$ cat config.mk
export PLATFORM = sky130hd
export DESIGN_NAME = lampFaultSupervisor
export DESIGN_NICKNAME = d
export VERILOG_FILES = /design/src/rtl/lfsPkg.sv /design/src/rtl/lfsDatapath.sv /design/src/rtl/lfsControl.sv /design/src/rtl/lampFaultSupervisor.sv
export SDC_FILE = /design/constraint.sdc
export NUM_CORES = 1
export LEC_CHECK = 0
export ABC_AREA = 1
export BUFFER_PORTS_ARGS = -buffer_cell sky130_fd_sc_hd__buf_2
export CAP_MARGIN = 15
export CORE_ASPECT_RATIO = 1.25
export CORE_MARGIN = 2
export CORE_UTILIZATION = 35
export DETAILED_ROUTE_END_ITERATION = 16
export PLACE_DENSITY = 0.53
export REMOVE_ABC_BUFFERS = 1
export SYNTH_ARGS = -nofsm -noshare
export SYNTH_HDL_FRONTEND = slang
export SYNTH_SLANG_ARGS = --single-unit
$ cat constraint.sdc
create_clock -name clk -period 1.3 [get_ports clk]
set_clock_uncertainty 0.1 [all_clocks]
set_input_delay 0.26 -clock clk [delete_from_list [all_inputs] [get_ports clk]]
set_output_delay 0.26 -clock clk [all_outputs]
set_load 0.01 [all_outputs]
$ cat src/rtl/lfsPkg.sv
package lfsPkg;

  // strobes from control to datapath
  typedef struct packed {
    logic startupRestart;
    logic startupCount;
    logic blankRestart;
    logic rampClear;
    logic watchClear;
    logic watchCount;
  } lfsStrobes_t;

  // status from datapath back to control
  typedef struct packed {
    logic startupDone;
    logic blankActive;
    logic missFull;
  } lfsStatus_t;

  localparam int unsigned LEVEL_W = 8;
  localparam int unsigned LAMP_WINDOW = 4;

endpackage

$ cat src/rtl/lfsDatapath.sv
module lfsDatapath
  import lfsPkg::*;
#(
  parameter int unsigned STARTUP_CYCLES   = 8000,
  parameter int unsigned BLANK_CYCLES     = 8,
  parameter int unsigned RAMP_TICK_CYCLES = 2
) (
  input  logic                 clk,
  input  logic                 rstN,
  input  lfsStrobes_t          stb,
  output lfsStatus_t           status,
  output logic [LEVEL_W-1:0]   rampLevel
);

  localparam int unsigned START_W = $clog2(STARTUP_CYCLES + 1);
  localparam int unsigned BLANK_W = $clog2(BLANK_CYCLES + 1);
  localparam int unsigned TICK_W  = $clog2(RAMP_TICK_CYCLES + 1);
  localparam int unsigned MISS_W  = $clog2(LAMP_WINDOW);
  localparam logic [START_W-1:0] START_LAST = START_W'(STARTUP_CYCLES - 1);
  localparam logic [BLANK_W-1:0] BLANK_END  = BLANK_W'(BLANK_CYCLES);
  localparam logic [TICK_W-1:0]  TICK_LAST  = TICK_W'(RAMP_TICK_CYCLES - 1);
  localparam logic [MISS_W-1:0]  MISS_LAST  = MISS_W'(LAMP_WINDOW - 1);
  localparam logic [LEVEL_W-1:0] LEVEL_MAX  = '1;

  logic [START_W-1:0] startCnt;
  logic [BLANK_W-1:0] blankCnt;
  logic [TICK_W-1:0]  tickCnt;
  logic [MISS_W-1:0]  missCnt;

  // startup length counter
  always_ff @(posedge clk) begin
    if (!rstN || stb.startupRestart) begin
      startCnt <= '0;
    end else if (stb.startupCount && startCnt != START_LAST) begin
      startCnt <= startCnt + 1'b1;
    end
  end

  // blanking window counter, saturates at its end
  always_ff @(posedge clk) begin
    if (!rstN || stb.blankRestart) begin
      blankCnt <= '0;
    end else if (blankCnt != BLANK_END) begin
      blankCnt <= blankCnt + 1'b1;
    end
  end

  // soft-start ramp
  always_ff @(posedge clk) begin
    if (!rstN || stb.rampClear) begin
      tickCnt   <= '0;
      rampLevel <= '0;
    end else if (tickCnt == TICK_LAST) begin
      tickCnt <= '0;
      if (rampLevel != LEVEL_MAX) begin
        rampLevel <= rampLevel + 1'b1;
      end
    end else begin
      tickCnt <= tickCnt + 1'b1;
    end
  end

  // lamp-current miss counter, saturating
  always_ff @(posedge clk) begin
    if (!rstN || stb.watchClear) begin
      missCnt <= '0;
    end else if (stb.watchCount && missCnt != MISS_LAST) begin
      missCnt <= missCnt + 1'b1;
    end
  end

  assign status.startupDone = (startCnt == START_LAST);
  assign status.blankActive = (blankCnt != BLANK_END);
  assign status.missFull    = (missCnt == MISS_LAST);

  AST_RAMP_CLEARED: assert property (@(posedge clk) disable iff (!rstN)
    stb.rampClear |=> rampLevel == '0);

  AST_RAMP_STEP: assert property (@(posedge clk) disable iff (!rstN)
    !stb.rampClear |=> (rampLevel == $past(rampLevel) || rampLevel == $past(rampLevel) + 1'b1));

  AST_BLANK_OPENS: assert property (@(posedge clk) disable iff (!rstN)
    stb.blankRestart |=> status.blankActive);

endmodule

$ cat src/rtl/lfsControl.sv
module lfsControl
  import lfsPkg::*;
(
  input  logic        clk,
  input  logic        rstN,
  input  logic        supplyGood,
  input  logic        enablePin,
  input  logic        cycleStart,
  input  logic        chopActive,
  input  logic        ovpLow,
  input  logic        ovpHigh,
  input  logic        currentDetect,
  input  logic        battAboveUpper,
  input  logic        battBelowLower,
  input  lfsStatus_t  status,
  output lfsStrobes_t stb,
  output logic        switchEnable,
  output logic        startupFlag,
  output logic        mainDriverEnable,
  output logic        faultLatched
);

  logic enPrev;
  logic inStartup;
  logic mainGate;
  logic enRise;
  logic checkEn;
  logic ovLowHit;
  logic ovHighHit;
  logic lampHit;

  assign enRise    = enablePin & ~enPrev;
  assign checkEn   = ~inStartup & ~status.blankActive;
  assign ovLowHit  = checkEn & ovpLow;
  assign ovHighHit = ~inStartup & ovpHigh;
  assign lampHit   = checkEn & ~currentDetect & status.missFull;

  always_comb begin
    stb.startupRestart = enRise;
    stb.startupCount   = inStartup;
    stb.blankRestart   = cycleStart;
    stb.rampClear      = enRise | cycleStart | (inStartup & ovpHigh);
    stb.watchClear     = ~checkEn | currentDetect;
    stb.watchCount     = checkEn & ~currentDetect;
  end

  always_ff @(posedge clk) begin
    if (!rstN) begin
      enPrev <= 1'b0;
    end else begin
      enPrev <= enablePin;
    end
  end

  // startup phase
  always_ff @(posedge clk) begin
    if (!rstN || enRise) begin
      inStartup <= 1'b1;
    end else if (inStartup && status.startupDone) begin
      inStartup <= 1'b0;
    end
  end

  // fault latch; an enable rise clears it
  always_ff @(posedge clk) begin
    if (!rstN || enRise) begin
      faultLatched <= 1'b0;
    end else if (ovLowHit || ovHighHit || lampHit) begin
      faultLatched <= 1'b1;
    end
  end

  // battery hysteresis gate
  always_ff @(posedge clk) begin
    if (!rstN) begin
      mainGate <= 1'b0;
    end else if (battBelowLower) begin
      mainGate <= 1'b0;
    end else if (battAboveUpper) begin
      mainGate <= 1'b1;
    end
  end

  assign switchEnable     = supplyGood & ~chopActive & ~faultLatched;
  assign startupFlag      = inStartup;
  assign mainDriverEnable = mainGate & switchEnable;

  AST_FAULT_STICKY: assert property (@(posedge clk) disable iff (!rstN)
    (faultLatched && !enRise) |=> faultLatched);

  AST_FAULT_STOPS_SWITCH: assert property (@(posedge clk) disable iff (!rstN)
    faultLatched |-> !switchEnable);

  AST_STARTUP_NO_FAULT: assert property (@(posedge clk) disable iff (!rstN)
    (inStartup && !faultLatched) |=> !faultLatched);

  AST_BATT_LOW_OFF: assert property (@(posedge clk) disable iff (!rstN)
    battBelowLower |=> !mainDriverEnable);

  AST_RISE_STARTS: assert property (@(posedge clk) disable iff (!rstN)
    enRise |=> startupFlag);

endmodule

$ cat src/rtl/lampFaultSupervisor.sv
module lampFaultSupervisor
  import lfsPkg::*;
#(
  parameter int unsigned BLANK_CYCLES     = 8,
  parameter int unsigned STARTUP_CYCLES   = 1000 * BLANK_CYCLES,
  parameter int unsigned RAMP_TICK_CYCLES = 2
) (
  input  logic       clk,
  input  logic       rstN,
  input  logic       supplyGood,
  input  logic       enablePin,
  input  logic       cycleStart,
  input  logic       chopActive,
  input  logic       ovpLow,
  input  logic       ovpHigh,
  input  logic       currentDetect,
  input  logic       battAboveUpper,
  input  logic       battBelowLower,
  output logic       switchEnable,
  output logic       startupFlag,
  output logic       mainDriverEnable,
  output logic       faultLatched,
  output logic [7:0] softLevel
);

  lfsStrobes_t stb;
  lfsStatus_t  status;
  logic [LEVEL_W-1:0] rampLevel;

  lfsControl u_ctrl (
    .clk              (clk),
    .rstN             (rstN),
    .supplyGood       (supplyGood),
    .enablePin        (enablePin),
    .cycleStart       (cycleStart),
    .chopActive       (chopActive),
    .ovpLow           (ovpLow),
    .ovpHigh          (ovpHigh),
    .currentDetect    (currentDetect),
    .battAboveUpper   (battAboveUpper),
    .battBelowLower   (battBelowLower),
    .status           (status),
    .stb              (stb),
    .switchEnable     (switchEnable),
    .startupFlag      (startupFlag),
    .mainDriverEnable (mainDriverEnable),
    .faultLatched     (faultLatched)
  );

  lfsDatapath #(
    .STARTUP_CYCLES   (STARTUP_CYCLES),
    .BLANK_CYCLES     (BLANK_CYCLES),
    .RAMP_TICK_CYCLES (RAMP_TICK_CYCLES)
  ) u_dp (
    .clk       (clk),
    .rstN      (rstN),
    .stb       (stb),
    .status    (status),
    .rampLevel (rampLevel)
  );

  assign softLevel = rampLevel;

endmodule

# Yosys cells after proc, flatten, opt, wreduce, memory -nomap -nowiden
# Index checks and enable logic that the tools add are counted.
# W data, S select, Z words.
# word_totals
register_bits	33
in_bits	11
out_inout_bits	12
elab_cells	55
# op_classes
add_sub_neg	5
eq_ne	7
bitwise_logic	21
reduce_logical	13
# ops
operator	count
$add A13 B1 Y13 const B	1
$eq A13 B13 Y1 const B	1
$ne A13 B13 Y1 const B	1
$and A1 B1 Y1	10
$add A8 B1 Y8 const B	1
$ne A8 B8 Y1 const B	1
$not A1 Y1	8
$logic_or A1 B1 Y1	6
$add A2 B1 Y2 const B	2
$add A4 B1 Y4 const B	1
$ne A4 B4 Y1 const B	1
$reduce_or A2 Y1	2
$logic_and A1 B1 Y1	3
$or A1 B1 Y1	3
$eq A2 B1 Y1 const B	1
$eq A2 B2 Y1 const B	1
$ne A2 B2 Y1 const B	1
$reduce_and A2 Y1	1
$logic_not A1 Y1	1

# Longest topological paths before layout
# logic_depth
ltp_word	6
mapped_depth	10
mapped_depth_nobuf	10

# Hierarchy
# From an unflattened synthesis, not the netlist that was laid out.
# unflattened
hier_cells	252
area_unflattened_um2	1716.6
# by_module_without_submodules
mod	instances	cells_each	area_each_um2	seq_area_each_um2
lfsDatapath	1	220	1495.2	580.6
lfsControl	1	32	221.5	80.1

# Worst setup path before layout
# OpenSTA, ideal clock, no wires.
# synth_path
path_kind	reg-to-reg
start	register u_dp.rampLevel[1]
end	register u_dp.rampLevel[7]
setup_time_ps	115
t_arrival_ps	1203
required_time_ps	1085
slack_ps	-118
stages_incl_launch_ff	9
n_path_buf	0
period_less_slack_ps	1418
cell_sequence	dfxtp_1 ha_1 inv_1 nor2_2 nand2_1 nand2_2 inv_2 a21oi_1 nor2_1
# synth_between
elab_chain_len	2
word_cells_on_any_way	3
classes_between	add/sub (1); eq/ne (1); reduce/logical (1)
# synth_rtl
item	line	text
from (decl)	lfsDatapath.sv:12	output logic [LEVEL_W-1:0] rampLevel
from (signal assigned)	lfsDatapath.sv:56	rampLevel <= rampLevel + 1'b1;
branches (longest 2 deep; another with $add A8 B1 Y8)	-	
# Several ways; the timed one is not identified.
# A chain may end at the register's enable or synchronous reset.

# Worst setup path after layout
# layout_path
start	register u_ctrl.faultLatched
end	output port mainDriverEnable
# layout_between
elab_chain_len	3
# layout_rtl
item	line	text
from (decl)	lfsControl.sv:20	output logic faultLatched
from (signal assigned)	lfsControl.sv:67	faultLatched <= 1'b0;
from (signal assigned)	lfsControl.sv:69	faultLatched <= 1'b1;
$not A1 Y1	lfsControl.sv:84	assign switchEnable = supplyGood & ~chopActive & ~faultLatched;
$and A1 B1 Y1	lfsControl.sv:84	
$and A1 B1 Y1	lfsControl.sv:86	assign mainDriverEnable = mainGate & switchEnable;
to (decl)	lampFaultSupervisor.sv:21	output logic mainDriverEnable,
# No other way between the ends.

==> metrics.yaml <==
status:
  outcome: "finished, violations left"
  violations: "setup timing"
critical_path:
  crit_buf_inv: 1
  criticalPathCategory: "reg -> out"
  slowest_delay_ns: 0.33
  rrSetupSlack_ns: -0.07
  slowest_stage: "dfxtp_2"
  path_delay_family: "flip-flops"
  worstRegToRegCells: 7
  path_cells: "nor3b_2, and2_1, buf_2"
  r2r-start: "u_dp.startCnt[1]$_SDFFE_PP0P_"
  crit_required_ns: 0.94
  r2r-end: "u_dp.startCnt[2]$_SDFFE_PP0P_"
  cp-start-kind: "flip-flop"
  cp-end-kind: "primary output"
  critPathArrivalTime_ns: 1.03
  cp_max_fo: 2
hold_path:
  min_to: "u_ctrl.mainGate$_SDFFE_PP0P_"
  worst_hold_path_type: "in -> reg"
  min_from: "battBelowLower"
  min_path_cells: 2
synthesis:
  netlist_area_um2: 1640
  ys_seq_area_frac: 0.402
  syn-mean-instance-area_um2: 6.96
  ys_ff_latch: 33
  ys_warn_count: 0
  yosysUniqueCellTypes: 26
  synthCells: 236
grt:
  grt_pass1_vias: 1654
  use_met1: 0.177
  grt-ovfl-total: 0
  grt_max_degree: 11
  grt_pass1_wl_mm: 6.95
  grtUsageTotal: 0.171
  antenna_found_initial: 0
  use_met2: 0.318
  top_usage_layer: "met2"
  use_met3: 0.0448
timing:
  tns_ns: -0.537
  rsz0062_at_grt: "true"
  min_period_ns: 1.39
  min_period_over_period: 1.07
  fmax_mhz: 718
  relSlewSlack: 0.828
  worst_pin_slew_ns: 0.258
  fin_ws_ns: -0.0924
  finalSetupViolCount: 11
  finalHoldViolations: 0
  drv_slew: 0
die:
  die-height_um: 80.6
  start_util: 0.368
  num_io_pins: 23
  dieArea_um2: 5260
  die_x_um: 65.3
  core_area_um2: 4460
  num_rows: 27
pwr:
  power.density_nw_per_um2: 790
  power_mw: 1.91
  p_leak_nw: 1.03
  ir_drop_uv: 483
final_layout:
  layout-drive-gt1-share: 0.407
  final_area_um2: 2410
  fin_util: 0.541
  nets: 318
  fill_cells: 450
  area_growth_pct: 46.9
  num_antenna_cells: 0
cts:
  clk_pin_slew_ns: 0.07
  root_buffer: "clkbuf_8"
  h-tree-depth: 2
  clockBufferDepth: 2
  hold_buffers: 0
  cts_buffers: 5
  clock_sinks: 33
  insertion_delay_ns: 0.28
  cts_tree: "yes"
drt:
  wire_per_inst_um: 10.9
  vias: 1685
  finalWirelength_mm: 3.94
  vias_per_cell: 4.68
  drc: 0
  firstDrtPassIters: 4
  ant_nets: 0
  drtIter0Drc: 48
place:
  postPlaceCellArea_um2: 2060
  place_hpwl_mm: 2.82
  place.gp.congestion: 0.800
  port_buffers: 22
flow_run:
  drv_cap: 0
-- per-stage QoR --
step / std cells / hold slack (ns) / setup slack, ns
finish: 360 / 0.0361 / -0.0924
global route: 360 / 0.0261 / -0.159
CTS: 358 / 0.0221 / -0.106
detailed placement: 347 / 0.324 / -0.104
global placement: 347 / 0.315 / -0.0925
floorplan: 235 / 0.239 / -0.118
-- registers in the layout (all words and copies together), names as in the netlist --
name	count
u_dp.startCnt	13
u_ctrl.faultLatched	1
u_ctrl.mainGate	1
u_dp.tickCnt	2
u_ctrl.startupFlag	1
u_dp.blankCnt	4
u_dp.rampLevel	8
u_ctrl.enPrev	1
u_dp.missCnt	2
-- timing repair --
action | CTS | global route
resized for setup | 32 | 39
setup buffers | 2 | 2
gates cloned | 2 | 0
setup endpoints to repair | 26 | 30
pin swaps | 10 | 8
-- per-layer routing --
layer | up-vias | wire length (um)
met1 | 777 | 1580
met2 | 21 | 2190
met3 | 5 | 107
met5 | - | 0
met4 | 0 | 62
li1 | 882 | -
-- report_power, final --
group          internal [mW]  leakage, nW  switching [mW]  total [mW]
registers               1.02        0.273         0.00854        1.03
clock network          0.371       0.0450           0.375       0.746
logic                 0.0621        0.714          0.0679       0.130
total                   1.46         1.03           0.451        1.91
-- synthesized netlist by cell type, drive strengths merged --
cell type	n	share of area
nor3b	3	0.014
xor2	5	0.027
nor3	11	0.034
dfxtp	33	0.40
xnor2	2	0.011
nand3	21	0.075
nor2	37	0.092
buf	1	0.0030
inv	33	0.075
a211oi	1	0.0046
o21a	1	0.0046
clkinv	1	0.0023
o21ai	8	0.024
a21oi	12	0.037
and2	1	0.0038
nand4	1	0.0038
nand2	58	0.14
ha	6	0.046
nor4	1	0.0038
-- final cells by class --
cell class                      instances  area [um2]  share of cell area
Clock buffer                            6        72.6              0.0301
Clock inverter                          2        10.0             0.00415
Multi-Input combinational cell        170        1060               0.441
Inverter                               34         141              0.0586
Sequential cell                        33         681               0.282
Timing Repair Buffer                   57         373               0.154
Tap cell                               58        72.6              0.0301
-- layout by cell type (no fill, tap or decap), types with 7 or more instances in the layout --
cell type	n
nor3_1	8
a21oi_1	10
nor2_1	28
nand2_2	7
nand2_1	49
buf_4	35
dfxtp_1	19
dfxtp_2	13
buf_2	22
nand3_1	14
inv_1	28
-- cells by family after synthesis --
family                   count (synthesis)  synth area share
buffers and inverters                   35            0.0807
AND/OR/NAND/NOR                        133             0.364
AO/OA/AOI/OAI                           22            0.0701
flip-flops                              33             0.402
adder cells (fa/ha/maj)                  6            0.0457
XOR/XNOR                                 7            0.0373
-- worst max-delay path by stage --
stage,startpoint,endpoint,slack [ns],depth (start not counted)
finish,u_ctrl.faultLatched$_SDFFE_PP0P_,mainDriverEnable,-0.09,3
global route,u_dp.startCnt[1]$_SDFFE_PP0P_,u_dp.startCnt[2]$_SDFFE_PP0P_,-0.16,7
CTS,u_ctrl.faultLatched$_SDFFE_PP0P_,mainDriverEnable,-0.11,3
detailed placement,u_dp.startCnt[0]$_SDFFE_PP0P_,u_dp.startCnt[12]$_SDFFE_PP0P_,-0.10,8
global placement,u_dp.rampLevel[0]$_SDFFE_PP0P_,u_dp.rampLevel[7]$_SDFFE_PP0P_,-0.09,8
floorplan,u_dp.rampLevel[1]$_SDFFE_PP0P_,u_dp.rampLevel[7]$_SDFFE_PP0P_,-0.12,8
(Power assumes the default switching activity.)
